**src/rtl/pll_srch_pkg.sv**
```systemverilog
package pll_srch_pkg;

    localparam int NW  = 4;
    localparam int M1W = 5;
    localparam int M2W = 4;
    localparam int P1W = 4;

    localparam logic [NW-1:0]  N_MIN  = NW'(3);
    localparam logic [NW-1:0]  N_MAX  = NW'(8);
    localparam logic [M1W-1:0] M1_MIN = M1W'(10);
    localparam logic [M1W-1:0] M1_MAX = M1W'(20);
    localparam logic [M2W-1:0] M2_MIN = M2W'(5);
    localparam logic [M2W-1:0] M2_MAX = M2W'(9);
    localparam logic [P1W-1:0] P1_MIN = P1W'(1);
    localparam logic [P1W-1:0] P1_MAX = P1W'(8);
    localparam logic [7:0]     P2_FIX = 8'd10;

    localparam logic [7:0]  M_LO = 8'd70;
    localparam logic [7:0]  M_HI = 8'd120;
    localparam logic [7:0]  P_LO = 8'd5;
    localparam logic [7:0]  P_HI = 8'd80;
    localparam logic [63:0] DOT_LO = 64'd20_000_000;
    localparam logic [63:0] DOT_HI = 64'd400_000_000;
    localparam logic [63:0] VCO_LO = 64'd1_400_000_000;
    localparam logic [63:0] VCO_HI = 64'd2_800_000_000;

    typedef enum logic [1:0] {
        ST_IDLE,
        ST_SCALE,
        ST_SCAN,
        ST_HOLD
    } srch_state_e;

    typedef struct packed {
        logic [NW-1:0]  n;
        logic [M1W-1:0] m1;
        logic [M2W-1:0] m2;
        logic [P1W-1:0] p1;
    } pll_div_t;

endpackage

```
**src/rtl/pll_tgt_scale.sv**
```systemverilog
module pll_tgt_scale #(
    parameter int FW = 32,
    parameter int TW = FW + 2,
    parameter logic [FW-1:0] PIX_HI = FW'(100_000_000),
    parameter logic [FW-1:0] PIX_MID = FW'(50_000_000),
    parameter logic [FW-1:0] PIX_LO = FW'(25_000_000)
) (
    input  logic [FW-1:0] pix_hz,
    output logic [2:0]    mult,
    output logic [TW-1:0] target,
    output logic          illegal
);

    always_comb begin
        if (pix_hz >= PIX_HI) begin
            mult = 3'd1;
        end else if (pix_hz >= PIX_MID) begin
            mult = 3'd2;
        end else begin
            mult = 3'd4;
        end
        illegal = (pix_hz < PIX_LO);
        target  = TW'(pix_hz) * TW'(mult);
    end

endmodule

```
**src/rtl/pll_div_walk.sv**
```systemverilog
module pll_div_walk
    import pll_srch_pkg::*;
(
    input  logic     clk,
    input  logic     rst_n,
    input  logic     load,
    input  logic     step,
    output pll_div_t cand,
    output logic     last
);

    localparam pll_div_t FIRST = '{n: N_MIN, m1: M1_MAX, m2: M2_MAX, p1: P1_MAX};

    logic p1_wrap, m2_wrap, m1_wrap;

    always_comb begin
        p1_wrap = (cand.p1 == P1_MIN);
        m2_wrap = (cand.m2 == M2_MIN);
        m1_wrap = (cand.m1 == M1_MIN);
        last    = p1_wrap && m2_wrap && m1_wrap && (cand.n == N_MAX);
    end

    always_ff @(posedge clk or negedge rst_n) begin
        if (!rst_n) begin
            cand <= FIRST;
        end else if (load) begin
            cand <= FIRST;
        end else if (step && !last) begin
            if (!p1_wrap) begin
                cand.p1 <= cand.p1 - P1W'(1);
            end else begin
                cand.p1 <= P1_MAX;
                if (!m2_wrap) begin
                    cand.m2 <= cand.m2 - M2W'(1);
                end else begin
                    cand.m2 <= M2_MAX;
                    if (!m1_wrap) begin
                        cand.m1 <= cand.m1 - M1W'(1);
                    end else begin
                        cand.m1 <= M1_MAX;
                        cand.n  <= cand.n + NW'(1);
                    end
                end
            end
        end
    end


    p1_desc_chk: assert property (@(posedge clk) disable iff (!rst_n)
        (step && !load && !p1_wrap) |=> (cand.p1 == $past(cand.p1) - P1W'(1)));


    n_asc_chk: assert property (@(posedge clk) disable iff (!rst_n)
        (step && !load && p1_wrap && m2_wrap && m1_wrap && !last)
            |=> (cand.n == $past(cand.n) + NW'(1)) && (cand.m1 == M1_MAX));

endmodule

```
**src/rtl/pll_cand_eval.sv**
```systemverilog
module pll_cand_eval
    import pll_srch_pkg::*;
#(
    parameter int FW = 32,
    parameter int TW = FW + 2
) (
    input  pll_div_t      cand,
    input  logic [FW-1:0] ref_hz,
    input  logic [TW-1:0] target,
    input  logic          best_ok,
    input  logic [7:0]    best_m,
    input  logic [9:0]    best_den,
    output logic          legal,
    output logic          exact,
    output logic          better,
    output logic [7:0]    m_val,
    output logic [9:0]    den
);

    logic [7:0]  np2, p_val;
    logic [63:0] ref_m, tgt_den, vco_den_lo, vco_den_hi;
    logic        div_ok, der_ok, freq_ok, over, closer;

    always_comb begin
        m_val   = 8'd5 * (8'(cand.m1) + 8'd2) + 8'(cand.m2) + 8'd2;
        np2     = 8'(cand.n) + 8'd2;
        p_val   = 8'(cand.p1) * P2_FIX;
        den     = 10'(np2) * 10'(p_val);
        ref_m   = 64'(ref_hz) * 64'(m_val);
        tgt_den = 64'(target) * 64'(den);
        vco_den_lo = VCO_LO * 64'(np2);
        vco_den_hi = VCO_HI * 64'(np2);

        div_ok = (cand.n >= N_MIN) && (cand.n <= N_MAX)
              && (cand.m1 >= M1_MIN) && (cand.m1 <= M1_MAX)
              && (cand.m2 >= M2_MIN) && (cand.m2 <= M2_MAX)
              && (cand.p1 >= P1_MIN) && (cand.p1 <= P1_MAX)
              && (5'(cand.m2) < cand.m1);
        der_ok = (m_val >= M_LO) && (m_val <= M_HI)
              && (p_val >= P_LO) && (p_val <= P_HI);
        freq_ok = (ref_m >= DOT_LO * 64'(den)) && (ref_m <= DOT_HI * 64'(den))
               && (ref_m >= vco_den_lo) && (ref_m <= vco_den_hi);

        legal  = div_ok && der_ok && freq_ok;
        exact  = legal && (ref_m == tgt_den);
        over   = ref_m > tgt_den;
        closer = (64'(m_val) * 64'(best_den)) < (64'(best_m) * 64'(den));
        better = legal && over && (!best_ok || closer);
    end

endmodule

```
**src/rtl/pll_divisor_search.sv**
```systemverilog
module pll_divisor_search
    import pll_srch_pkg::*;
#(
    parameter int FW = 32,
    parameter int WW = 32
) (
    input  logic           clk,
    input  logic           rst_n,
    input  logic           start_i,
    input  logic [FW-1:0]  ref_hz_i,
    input  logic [FW-1:0]  pix_hz_i,
    output logic           done_o,
    output logic           found_o,
    output logic [2:0]     mult_o,
    output logic [NW-1:0]  n_o,
    output logic [M1W-1:0] m1_o,
    output logic [M2W-1:0] m2_o,
    output logic [P1W-1:0] p1_o,
    output logic [WW-1:0]  div_word_o
);

    localparam int TW = FW + 2;

    srch_state_e state, state_nx;

    logic [FW-1:0] pix_q, ref_q;
    logic [TW-1:0] tgt_q, tgt_w;
    logic [2:0]    mult_q, mult_w;
    logic          illegal_w;
    pll_div_t      cand, best;
    logic          last_w, best_ok;
    logic [7:0]    best_m, m_w;
    logic [9:0]    best_den, den_w;
    logic          legal_w, exact_w, better_w;

    pll_tgt_scale #(.FW(FW), .TW(TW)) u_scale (
        .pix_hz  (pix_q),
        .mult    (mult_w),
        .target  (tgt_w),
        .illegal (illegal_w)
    );

    pll_div_walk u_walk (
        .clk   (clk),
        .rst_n (rst_n),
        .load  (state == ST_SCALE),
        .step  (state == ST_SCAN),
        .cand  (cand),
        .last  (last_w)
    );

    pll_cand_eval #(.FW(FW), .TW(TW)) u_eval (
        .cand     (cand),
        .ref_hz   (ref_q),
        .target   (tgt_q),
        .best_ok  (best_ok),
        .best_m   (best_m),
        .best_den (best_den),
        .legal    (legal_w),
        .exact    (exact_w),
        .better   (better_w),
        .m_val    (m_w),
        .den      (den_w)
    );

    // state register
    always_ff @(posedge clk or negedge rst_n) begin
        if (!rst_n) begin
            state <= ST_IDLE;
        end else begin
            state <= state_nx;
        end
    end

    // transitions
    always_comb begin
        state_nx = state;
        unique case (state)
            ST_IDLE, ST_HOLD: if (start_i) state_nx = ST_SCALE;
            ST_SCALE:         state_nx = illegal_w ? ST_HOLD : ST_SCAN;
            ST_SCAN:          if (exact_w || last_w) state_nx = ST_HOLD;
            default:          state_nx = ST_IDLE;
        endcase
    end

    // datapath registers
    always_ff @(posedge clk or negedge rst_n) begin
        if (!rst_n) begin
            pix_q    <= '0;
            ref_q    <= '0;
            tgt_q    <= '0;
            mult_q   <= '0;
            best     <= '0;
            best_ok  <= 1'b0;
            best_m   <= '0;
            best_den <= '0;
        end else begin
            unique case (state)
                ST_IDLE, ST_HOLD: begin
                    if (start_i) begin
                        pix_q   <= pix_hz_i;
                        ref_q   <= ref_hz_i;
                        best    <= '0;
                        best_ok <= 1'b0;
                    end
                end
                ST_SCALE: begin
                    tgt_q  <= tgt_w;
                    mult_q <= mult_w;
                end
                ST_SCAN: begin
                    if (exact_w || better_w) begin
                        best     <= cand;
                        best_ok  <= 1'b1;
                        best_m   <= m_w;
                        best_den <= den_w;
                    end
                end
                default: ;
            endcase
        end
    end

    // outputs
    always_comb begin
        done_o  = (state == ST_HOLD);
        found_o = best_ok;
        mult_o  = mult_q;
        n_o     = best.n;
        m1_o    = best.m1;
        m2_o    = best.m2;
        p1_o    = best.p1;
        div_word_o = '0;
        if (best_ok) begin
            div_word_o = WW'({8'(best.n) - 8'd2, 8'(best.m1) - 8'd2, 8'(best.m2) - 8'd2});
        end
    end


    div_range_chk: assert property (@(posedge clk) disable iff (!rst_n)
        (done_o && found_o) |-> (n_o >= N_MIN) && (n_o <= N_MAX)
            && (m1_o >= M1_MIN) && (m1_o <= M1_MAX) && (m2_o >= M2_MIN)
            && (m2_o <= M2_MAX) && (p1_o >= P1_MIN) && (p1_o <= P1_MAX)
            && (5'(m2_o) < m1_o));


    m_range_chk: assert property (@(posedge clk) disable iff (!rst_n)
        (done_o && found_o) |-> (best_m >= M_LO) && (best_m <= M_HI));


    illegal_pix_chk: assert property (@(posedge clk) disable iff (!rst_n)
        (state == ST_SCALE && illegal_w) |=> (done_o && !found_o));


    mult_code_chk: assert property (@(posedge clk) disable iff (!rst_n)
        done_o |-> ($countones(mult_o) == 1));


    busy_start_chk: assert property (@(posedge clk) disable iff (!rst_n)
        (state == ST_SCAN && start_i) |=> (state != ST_SCALE));


    hold_stable_chk: assert property (@(posedge clk) disable iff (!rst_n)
        (done_o && !start_i) |=> (done_o && $stable(div_word_o)
            && $stable(found_o) && $stable(mult_o) && $stable(p1_o)));

endmodule

```
**config.mk**
```make
export PLATFORM = sky130hd
export DESIGN_NAME = pll_divisor_search
export DESIGN_NICKNAME = d
export VERILOG_FILES = /design/src/rtl/pll_srch_pkg.sv /design/src/rtl/pll_tgt_scale.sv /design/src/rtl/pll_div_walk.sv /design/src/rtl/pll_cand_eval.sv /design/src/rtl/pll_divisor_search.sv
export SDC_FILE = /design/constraint.sdc
export NUM_CORES = 2
export LEC_CHECK = 0
export ABC_AREA = 1
export BUFFER_PORTS_ARGS = -buffer_cell sky130_fd_sc_hd__buf_2
export CAP_MARGIN = 20
export CORE_UTILIZATION = 40
export DETAILED_ROUTE_END_ITERATION = 10
export GPL_ROUTABILITY_DRIVEN = 1
export HOLD_SLACK_MARGIN = 0.06
export PLACE_DENSITY = 0.55
export SYNTH_ARGS = -nofsm -noshare
export SYNTH_HDL_FRONTEND = slang
export SYNTH_SLANG_ARGS = --single-unit
```
**constraint.sdc**
```tcl
create_clock -name clk -period 12.75 [get_ports clk]
set_input_delay 3.825 -clock clk [delete_from_list [all_inputs] [get_ports clk]]
set_output_delay 3.825 -clock clk [all_outputs]
set_load 0.1 [all_outputs]
```
==> impl_metrics.json <==
{
  "status": "completed",
  "num_vias": 35936,
  "endpoint_kind": "flip-flop",
  "cp-start-kind": "flip-flop",
  "period_share": 0.9118,
  "gp_congestion": 0.9263,
  "dp_cells": 7161,
  "drive_above_1_share": 0.04998,
  "drc": 0,
  "portBuffers": 112,
  "syn_to_final_growth_pct": 6.791,
  "die_x_um": 329.5,
  "r2r_cells": 47,
  "async_flop_share": 1.000,
  "clock_sinks": 155,
  "max_freq_ghz": 0.08602,
  "regArea_mm2": 0.003887,
  "synthCells": 5709,
  "yosysWarningCount": 0,
  "diodes": 0,
  "grt_start_max_net_pins": 65,
  "hold_viol": 0,
  "multi_input_area_mm2": 0.03389,
  "synthDistinctLibCells": 57,
  "cts_hold_buf": 0,
  "tritoncts": "built",
  "detail-route-antenna-nets": 0,
  "wl_um": 120300,
  "hold_class": "flip-flop to flip-flop",
  "whs_ns": 0.4862,
  "cts_buffer_depth": 2,
  "cts_buffers": 17,
  "grt_overflow": 0,
  "ys_seq_area_frac": 0.09060,
  "drt_pre_antenna_iters": 5,
  "postCtsResizedCells": 0,
  "rsz0062_at_grt": "false",
  "post_cts_buffers": 0,
  "setup_violations": 0,
  "cpPeakStageDelay_ns": 0.64,
  "period_minus_slack_ns": 11.63,
  "yosys-top-cells-area": "fa_1, ha_1, inv_1",
  "reg2reg_from": "u_walk.cand[14]$_DFFE_PN1P_",
  "cp-startpoint": "u_walk.cand[14]$_DFFE_PN1P_",
  "crit_fanout": 19,
  "fp.dieH_um": 329.5,
  "drv_slew": 0,
  "clock_latency_ns": 0.53,
  "cts_root_buffer": "clkbuf_16",
  "crit_top_cell": "nand2_1",
  "arrival_ns": 12.03,
  "syn-cell-area_mm2": 0.04291,
  "ys_ff_latch": 155,
  "avgSynthCellArea_um2": 7.516,
  "path_class": "flip-flop to flip-flop",
  "dpl.hpwl_um": 101600,
  "tightest_slew_ns": 0.9804,
  "holdPathStages": 2,
  "finClkSkew_ns": 0.03099,
  "die_area_mm2": 0.1086,
  "grt_pass1_wl_um": 196800,
  "drv_cap": 0,
  "antenna_found_initial": 1,
  "max_slew_margin": 0.3442,
  "stdcell_count": 7193,
  "synth_edf_count": 0,
  "hp-start": "mult_o[1]$_DFFE_PN0P_",
  "path_clk_slew_ns": 0.08,
  "synth-main-ff-cell": "dfrtp_1",
  "h-tree-depth": 4,
  "yosys.area.top_type": "fa_1",
  "rows": 119,
  "crit_path_top_delay_cell": "dfstp_2",
  "core-area_mm2": 0.1059,
  "via_per_inst": 4.996,
  "fillCellCount": 10897,
  "grt_pass1_vias": 36537,
  "synth.top_cell.area_share": 0.2893,
  "initial_core_util": 0.4053,
  "drt_iter0_drc": 1872,
  "crit_required_ns": 13.16,
  "grt_usage": 0.2309,
  "setup_tns_ns": 0,
  "io_pins": 121,
  "wire_per_inst_um": 16.73,
  "nNetsFinal": 7090
}
-- synthesized netlist by cell type (all sizes together), types with 2 or more instances --
master and count:
inv 1231, nand2 1198, nor2 641, fa 620
ha 614, a21oi 349, o21ai 169, nand3 160
dfrtp 148, clkbuf 97, xnor2 93, xor2 80
nor3 36, buf 35, nand4 32, o21bai 26
or2 22, a31oi 21, nor4 20, mux2 19
a21o 13, clkinv 10, a211oi 9, a21boi 9
o211ai 9, dfstp 7, o21a 7, o31ai 7
nand3b 6, o22ai 6, and2 3, and3 2
conb 2, o2111ai 2
-- final timing paths --
kind	slack (ns)	endpoint
min reg2reg	0.49	mult_o[1]$_DFFE_PN0P_
max in group asynchronous	7.66	pix_q[0]$_DFFE_PN0P_
max	1.12	m1_o[2]$_DFFE_PN0P_
min in group asynchronous	3.25	ref_q[29]$_DFFE_PN0P_
max reg2reg	1.12	m1_o[2]$_DFFE_PN0P_
min	0.49	mult_o[1]$_DFFE_PN0P_
-- metrics by stage --
step	util	setup slack (ns)	area, µm²
detailed placement	0.4272	1.175	45220
finish	0.4328	1.124	45820
floorplan	-	1.843	42970
CTS	0.4328	1.127	45820
global route	0.4328	0.2381	45820
global placement	0.4272	1.349	45220
-- layer usage --
| layer | routed length, µm | vias up | GRT usage |
|---|---|---|---|
| li1 | - | 17647 | - |
| met1 | 57760 | 17468 | 0.3212 |
| met2 | 54900 | 706 | 0.3782 |
| met3 | 4917 | 115 | 0.02794 |
| met4 | 2734 | 0 | 0.06139 |
| met5 | 0 | - | 0 |
-- worst max-delay path, delay by kind of cell, from the launching register on --
family / cells / cell delay (ns)
buffers and inverters: 7 / 1.22
adders and majority gates: 11 / 4.93
and+or+nand+nor: 18 / 2.93
DFF: 1 / 0.64
AOI/OAI and AO/OA: 10 / 1.72
xor gates and xnor gates: 1 / 0.09
-- cell type report --
class,count,area share
Clock buffer,18,0.009584
Clock inverter,14,0.003550
Inverter,1241,0.1017
Multi-Input combinational cell,4198,0.7395
Sequential cell,155,0.08484
Tap cell,1391,0.03798
Timing Repair Buffer,176,0.02286
-- registers in the layout, summed over array words and instances (netlist names) --
signal       flops
u_walk.cand     17
n_o              4
state            2
ref_q           32
m2_o             4
best_den         9
mult_o           3
m1_o             5
p1_o             4
pix_q           32
best_m           8
tgt_q           34
found_o          1
-- placed cells by master (no fill, tap or decap), types with 64 or more instances in the layout --
master      n
inv_1    1225
nand2_1  1185
nor2_1    637
fa_1      618
ha_1      611
a21oi_1   347
o21ai_0   168
nand3_1   156
dfrtp_1   148
buf_2     111
xnor2_1    92
xor2_1     79
buf_4      64
-- cells by family after synthesis --
family / Yosys count / share of synthesized area
buffers and inverters: 1373 / 0.1219
XOR/XNOR: 173 / 0.03531
other: 2 / 0.0001750
AO/OA/AOI/OAI: 631 / 0.07999
multiplexers: 19 / 0.004987
AND/OR/NAND/NOR: 2122 / 0.1987
flip-flops: 155 / 0.09060
adder cells (fa/ha/maj): 1234 / 0.4683
Power is not shown: default switching activity piles up to over one toggle a cycle in this logic, so the estimate is an artifact.
